--- src/rtl/ovf_timer_pkg.sv ---
package ovf_timer_pkg;

    localparam int DATA_W    = 32;
    localparam int CS_W      = 2;
    localparam int PS_W      = 3;
    localparam int FLAG_BIT  = 7;
    localparam int IE_BIT    = 6;
    localparam int CS_LSB    = 3;
    localparam int PS_LSB    = 0;

    localparam int OFS_STAT  = 'h0;
    localparam int OFS_LIMIT = 'h4;
    localparam int OFS_COUNT = 'h8;

    typedef enum logic [CS_W-1:0] {
        SRC_OFF  = 2'd0,
        SRC_SYS  = 2'd1,
        SRC_EXT  = 2'd2,
        SRC_EXT2 = 2'd3
    } src_sel_e;

    typedef struct packed {
        logic                flag;
        logic                ie;
        src_sel_e            src;
        logic [PS_W-1:0]     div;
    } stat_t;

    typedef struct packed {
        logic rd_stat;
        logic wr_stat;
        logic wr_limit;
        logic rd_limit;
        logic rd_count;
    } bus_dec_t;

    function automatic logic [DATA_W-1:0] pack_status(input stat_t s);
        logic [DATA_W-1:0] w;
        w                    = '0;
        w[FLAG_BIT]          = s.flag;
        w[IE_BIT]            = s.ie;
        w[CS_LSB +: CS_W]    = s.src;
        w[PS_LSB +: PS_W]    = s.div;
        return w;
    endfunction

    function automatic logic src_event(input src_sel_e sel, input logic tick);
        case (sel)
            SRC_OFF: return 1'b0;
            SRC_SYS: return 1'b1;
            default: return tick;
        endcase
    endfunction

endpackage

--- src/rtl/ovf_tick_prescaler.sv ---
module ovf_tick_prescaler
    import ovf_timer_pkg::*;
(
    input  logic            clk,
    input  logic            rst,
    input  src_sel_e        src,
    input  logic [PS_W-1:0] div,
    input  logic            tick_in,
    output logic            adv
);
    localparam int DIV_W = (1 << PS_W) - 1;

    logic [DIV_W-1:0] phase_q;
    logic [DIV_W-1:0] mask;
    logic             evt;

    always_comb begin
        evt  = src_event(src, tick_in);
        mask = ~({DIV_W{1'b1}} << div);
        adv  = evt && ((phase_q & mask) == mask);
    end

    always_ff @(posedge clk) begin
        if (rst || src == SRC_OFF) begin
            phase_q <= '0;
        end else if (adv) begin
            phase_q <= '0;
        end else if (evt) begin
            phase_q <= phase_q + 1'b1;
        end
    end

endmodule

--- src/rtl/ovf_mod_counter.sv ---
module ovf_mod_counter #(
    parameter int CNT_W = 16
) (
    input  logic             clk,
    input  logic             rst,
    input  logic             adv,
    input  logic [CNT_W-1:0] limit,
    output logic [CNT_W-1:0] count,
    output logic             wrap
);
    logic at_top;

    always_comb begin
        at_top = (count >= limit);
        wrap   = adv && at_top;
    end

    always_ff @(posedge clk) begin
        if (rst) begin
            count <= '0;
        end else if (adv) begin
            count <= at_top ? '0 : count + 1'b1;
        end
    end

endmodule

--- src/rtl/ovf_stat_reg.sv ---
module ovf_stat_reg
    import ovf_timer_pkg::*;
(
    input  logic            clk,
    input  logic            rst,
    input  logic            rd_stat,
    input  logic            wr_stat,
    input  logic            w_flag,
    input  logic            w_ie,
    input  logic [CS_W-1:0] w_src,
    input  logic [PS_W-1:0] w_div,
    input  logic            wrap,
    output stat_t           stat,
    output logic            armed
);
    logic clear_ok;

    always_comb begin
        clear_ok = wr_stat && armed && !w_flag && !wrap;
    end

    always_ff @(posedge clk) begin
        if (rst) begin
            stat  <= '0;
            armed <= 1'b0;
        end else begin
            if (wr_stat) begin
                stat.ie  <= w_ie;
                stat.src <= src_sel_e'(w_src);
                stat.div <= w_div;
            end

            if (wrap) begin
                stat.flag <= 1'b1;
            end else if (clear_ok) begin
                stat.flag <= 1'b0;
            end

            if (wrap || wr_stat) begin
                armed <= 1'b0;
            end else if (rd_stat && stat.flag) begin
                armed <= 1'b1;
            end
        end
    end

endmodule

--- src/rtl/ovf_timer_ctrl.sv ---
module ovf_timer_ctrl
    import ovf_timer_pkg::*;
#(
    parameter int CNT_W  = 16,
    parameter int ADDR_W = 4
) (
    input  logic              clk,
    input  logic              rst,
    input  logic              tick_in,
    input  logic [ADDR_W-1:0] bus_addr,
    input  logic              bus_rd,
    input  logic              bus_wr,
    input  logic [31:0]       bus_wdata,
    output logic [31:0]       bus_rdata,
    output logic              ovf_irq
);
    localparam logic [ADDR_W-1:0] A_STAT  = ADDR_W'(OFS_STAT);
    localparam logic [ADDR_W-1:0] A_LIMIT = ADDR_W'(OFS_LIMIT);
    localparam logic [ADDR_W-1:0] A_COUNT = ADDR_W'(OFS_COUNT);

    bus_dec_t         dec;
    stat_t            stat_q;
    logic             armed_q;
    logic [CNT_W-1:0] limit_q;
    logic [CNT_W-1:0] count_q;
    logic             adv_w;
    logic             wrap_w;
    logic             cur_flag;
    logic             cur_ie;
    logic [CS_W-1:0]  cur_src;
    logic             unused_wdata_bits;

    assign unused_wdata_bits = ^bus_wdata;

    always_comb begin
        dec.rd_stat  = bus_rd && (bus_addr == A_STAT);
        dec.wr_stat  = bus_wr && (bus_addr == A_STAT);
        dec.wr_limit = bus_wr && (bus_addr == A_LIMIT);
        dec.rd_limit = bus_rd && (bus_addr == A_LIMIT);
        dec.rd_count = bus_rd && (bus_addr == A_COUNT);
    end

    always_ff @(posedge clk) begin
        if (rst) begin
            limit_q <= '0;
        end else if (dec.wr_limit) begin
            limit_q <= bus_wdata[CNT_W-1:0];
        end
    end

    ovf_stat_reg stat_i (
        .clk     (clk),
        .rst     (rst),
        .rd_stat (dec.rd_stat),
        .wr_stat (dec.wr_stat),
        .w_flag  (bus_wdata[FLAG_BIT]),
        .w_ie    (bus_wdata[IE_BIT]),
        .w_src   (bus_wdata[CS_LSB +: CS_W]),
        .w_div   (bus_wdata[PS_LSB +: PS_W]),
        .wrap    (wrap_w),
        .stat    (stat_q),
        .armed   (armed_q)
    );

    ovf_tick_prescaler presc_i (
        .clk     (clk),
        .rst     (rst),
        .src     (stat_q.src),
        .div     (stat_q.div),
        .tick_in (tick_in),
        .adv     (adv_w)
    );

    ovf_mod_counter #(.CNT_W(CNT_W)) cnt_i (
        .clk   (clk),
        .rst   (rst),
        .adv   (adv_w),
        .limit (limit_q),
        .count (count_q),
        .wrap  (wrap_w)
    );

    always_comb begin
        cur_flag = stat_q.flag;
        cur_ie   = stat_q.ie;
        cur_src  = stat_q.src;
        ovf_irq  = cur_flag && cur_ie;
        unique case (1'b1)
            dec.rd_stat:  bus_rdata = pack_status(stat_q);
            dec.rd_limit: bus_rdata = DATA_W'(limit_q);
            dec.rd_count: bus_rdata = DATA_W'(count_q);
            default:      bus_rdata = '0;
        endcase
    end

endmodule

--- config.mk ---
export PLATFORM = sky130hd
export DESIGN_NAME = ovf_timer_ctrl
export DESIGN_NICKNAME = d
export VERILOG_FILES = /design/src/rtl/ovf_timer_pkg.sv /design/src/rtl/ovf_tick_prescaler.sv /design/src/rtl/ovf_mod_counter.sv /design/src/rtl/ovf_stat_reg.sv /design/src/rtl/ovf_timer_ctrl.sv
export SDC_FILE = /design/constraint.sdc
export NUM_CORES = 1
export LEC_CHECK = 0
export ABC_AREA = 1
export BUFFER_PORTS_ARGS = -buffer_cell sky130_fd_sc_hd__buf_2
export CAP_MARGIN = 20
export CORE_UTILIZATION = 59
export CTS_CLUSTER_SIZE = 14
export DETAILED_ROUTE_END_ITERATION = 10
export PLACE_DENSITY = 0.89
export SLEW_MARGIN = 20
export SYNTH_ARGS = -nofsm -noshare
export SYNTH_HDL_FRONTEND = slang
export SYNTH_HIERARCHICAL = 1
export SYNTH_SLANG_ARGS = --single-unit
--- constraint.sdc ---
create_clock -name clk -period 5.35 [get_ports clk]
set_input_delay 0.2675 -clock clk [delete_from_list [all_inputs] [get_ports clk]]
set_output_delay 0.2675 -clock clk [all_outputs]
set_load 0.005 [all_outputs]
==> results.txt <==
- Once the clock tree was built, the setup fixing pass inserted 0 buffers.
- Inserted Diodes: 0
- The final route contains slightly above 3000 vias.
- After clock tree synthesis, the clock-pin slew on the worst setup and hold paths is 80 ps.
- The longest clock path from root to sink contains 2 buffers.
* Antenna violations before repair: 0
- Summed over all layers, the global routing overflow is 0.
- Path category of the worst min-delay check: in -> reg
* Maximum number of pins on one net before global-route repair: 50
- The slowest stage of the critical path belongs to the cell dfxtp_1.
* Worst Setup Slack, final: about 3300 ps
- # IOs: between 70 and 80
- In the final layout, the share of cells above drive strength 1 is 0.134.
- Adder and majority gate portion of the synthesized area: 0.0703
* First-pass iteration count of the detailed router: 5
- Worst-case clock skew: around 12 ps
- DIE HEIGHT: between 70 and 80 um
- Using the TritonRoute via totals, the vias-per-cell ratio works out to 5.14.
* Count of mapped cells out of synthesis: 492
- Floorplan die width: about 76 um
* Worst path buffer plus inverter count: 2
- Most frequent standard cell in the layout excluding fill and tap cells: inv_1
- During placement, the flow inserted port buffers numbering 41.
- Endpoint arrival time on the critical path: ~2300 ps
* Total of warnings raised by yosys: 6
- The worst setup path is of the reg -> reg kind.
- Leakage dissipation: approximately 0.0017 uW
- Run status: completed
- VDD sags by at most about 0.00013 V.
- Initial DRC Count: 180
* Cell type with the highest occurrence count on the critical path: nor2_1
* Remaining routing DRC violations: 0
- Counting distinct cell types in the post-synthesis netlist gives 30.
- STA classifies the critical path endpoint as a flop.
- The max-slew violation count was 0.
- Post-CTS resize count: 0
- Wire length of the first global-routing pass: 11200 um
* Sinks on Clock Net: between 40 and 50
- Final wirelength: roughly 6900 um
* Floorplan die area: about 0.0057 mm2
* Most frequent cells in the layout: 95 x inv_1, 86 x nand2_1, 71 x nor2_1, 52 x nand4_1, 47 x dfxtp_1
- STA classifies the critical path startpoint as a flop.
* Share of the core filled with cells in the final layout: 0.668
* Largest family of logic cells by synthesized area: simple AND/OR/NAND/NOR gates
* Post-Synth XOR/XNOR Area: 0.0383
* Number of synthesized register bits: 47
- Via count of the first global-routing pass: 2694
- The final-report hold violation count was 0.
- Portion of the clock cycle consumed by the worst path in the final layout: 0.389
- Including well taps, the total number of placed cells is between 500 and 600.
* CTS hold repair buffers: 0
* Proportion of synthesized area in mux cells: 0.00312
- For the pin with the worst max-slew slack, the measured transition is approximately 1100 ps.
- Synthesized area per cell: 6.51 um2
- Final setup violation count: 0
* Remaining number of nets flagged by the antenna check after routing: 0
- TritonCTS created 5 clock buffers.
* MaxCap Viol Count: 0
* Number of H-tree branching levels: 2
- CTS tree: yes
- Worst slack at placement: roughly 3300 ps
- The share of the synthesized area in compound gates (AO/OA/AOI/OAI) is 0.0554.
* Part of the Yosys area used for sequential elements: 0.294
* Final instance count without filler cells: about 590
* Peak clock frequency supported by timing: between 400 and 500 MHz
- Slowest stage delay, CP: 450 ps
- The core region is a little over 0.005 mm2.
- In this run the power density over the cells is around 190 mW/mm2.
- From synthesis to final layout, the design area changed by 7.89%.
- Total routing resource utilization after global routing: 0.258
- At the end of the flow, the number of nets in the layout was 582.
- The design draws about 660 uW.
- Setup TNS: 0 ps
* Final critical-path required period: slightly above 2000 ps
- Of the total synthesized cell area, the portion taken by AND, OR, NAND and NOR gates is 0.357.
- Headroom to the max-slew limit came out at 0.297.
- Clock latency on the worst-skew pair, taken at its later pin, is ~310 ps.
- Starting density of the core: 0.619
- Along the worst path, the maximum fanout reaches 7.
- Standard-cell rows: 26
- For the worst setup path, the data required time is between 5000 and 6000 ps.
- Cell at the root of the clock tree: clkbuf_8
- Crit-path leading delay family: simple AND/OR/NAND/NOR gates
* Syn Std Cell Area: 0.00320 mm2
- RePlAce Congestion: a little over 0.8
* RSZ-0062 raised after global routing: no
* Total half-perimeter wirelength after legalization and detailed placement: around 5100 um
* Cell Chain, Critical Path: nand2_2, nand2_4, nand2_1, nor2_1, nand2_2, inv_1, inv_2, nor2_1, nand4_1, nor2_1, xor2_1, nor2_1
- Dividing the detail-routed wire length by the instance count gives 11.6 um.
-- registers in the layout, summed over array words and instances (netlist names) --
| register | cells |
|---|---|
| stat_i/stat | 7 |
| stat_i/armed | 1 |
| limit_q | 16 |
| cnt_i/count | 16 |
| presc_i/phase_q | 7 |
-- cell usage after synthesis --
cell / n / share of area
nand3_2: 1 / 0.0031
xnor2_1: 3 / 0.0082
mux2i_1: 1 / 0.0031
ha_1: 18 / 0.070
a21boi_0: 1 / 0.0023
inv_2: 4 / 0.0047
nor2_2: 3 / 0.0059
conb_1: 1 / 0.0012
or2_2: 1 / 0.0020
o22ai_1: 2 / 0.0039
o21ai_0: 18 / 0.028
buf_1: 2 / 0.0023
buf_2: 7 / 0.011
nand2_4: 2 / 0.0070
nor2_4: 2 / 0.0070
clkbuf_1: 5 / 0.0059
o21a_1: 1 / 0.0023
nand2_1: 86 / 0.10
nand4_1: 52 / 0.10
xor2_1: 11 / 0.030
dfxtp_1: 47 / 0.29
nand2_2: 7 / 0.014
a21oi_1: 12 / 0.019
nor2_1: 71 / 0.083
nor3_4: 1 / 0.0051
clkinv_1: 1 / 0.0012
buf_4: 19 / 0.045
inv_1: 95 / 0.11
nand3_1: 16 / 0.025
nor3_1: 2 / 0.0031
-- final timing paths --
path         slack, ps  cells past startpoint      startpoint               to
max               3270                     12  stat_i/stat[4]  cnt_i/count[12]
min                210                      3    bus_wdata[0]   stat_i/stat[0]
max reg2reg       3270                     12  stat_i/stat[4]  cnt_i/count[12]
min reg2reg        480                      2    stat_i/armed     stat_i/armed
-- cell type report --
type | instances | area, um2
fill | 484 | 1720
timing repair buffer | 42 | 213
inverter | 100 | 375
sequential | 47 | 941
tap | 70 | 87.6
clock buffer | 8 | 100
multi-input combinational | 327 | 1740
-- metal layers --
metal  part of all wire  global-route usage
met1               0.43               0.281
met2               0.49               0.481
met3              0.056              0.0542
met4              0.023               0.109
met5                  0                   0
-- report_power, final --
part | internal [uW] | switching (uW)
logic | 21.3 | 49.2
registers | 354 | 3.69
clock network | 118 | 113
-- tightest hold or removal path, delay by kind of cell --
kind                   cells  cell delay [ps]
and+or+nand+nor            2              120
buffers and inverters      1               90
-- cell families after synthesis --
family                   count (synthesis)
flip-flops                              47
buffers and inverters                  133
other                                    1
AO/OA/AOI/OAI                           34
XOR/XNOR                                14
multiplexers                             1
adder cells (fa/ha/maj)                 18
AND/OR/NAND/NOR                        244
-- stage by stage --
step | area (um2) | hold slack, ps
5_1_grt | 3460 | 207
2_1_floorplan | 3260 | 337
6_report | 3460 | 208
3_3_place_gp | 3360 | 458
4_1_cts | 3460 | 203
3_5_place_dp | 3360 | 459
Note: power is estimated with default switching activity, not from simulation.
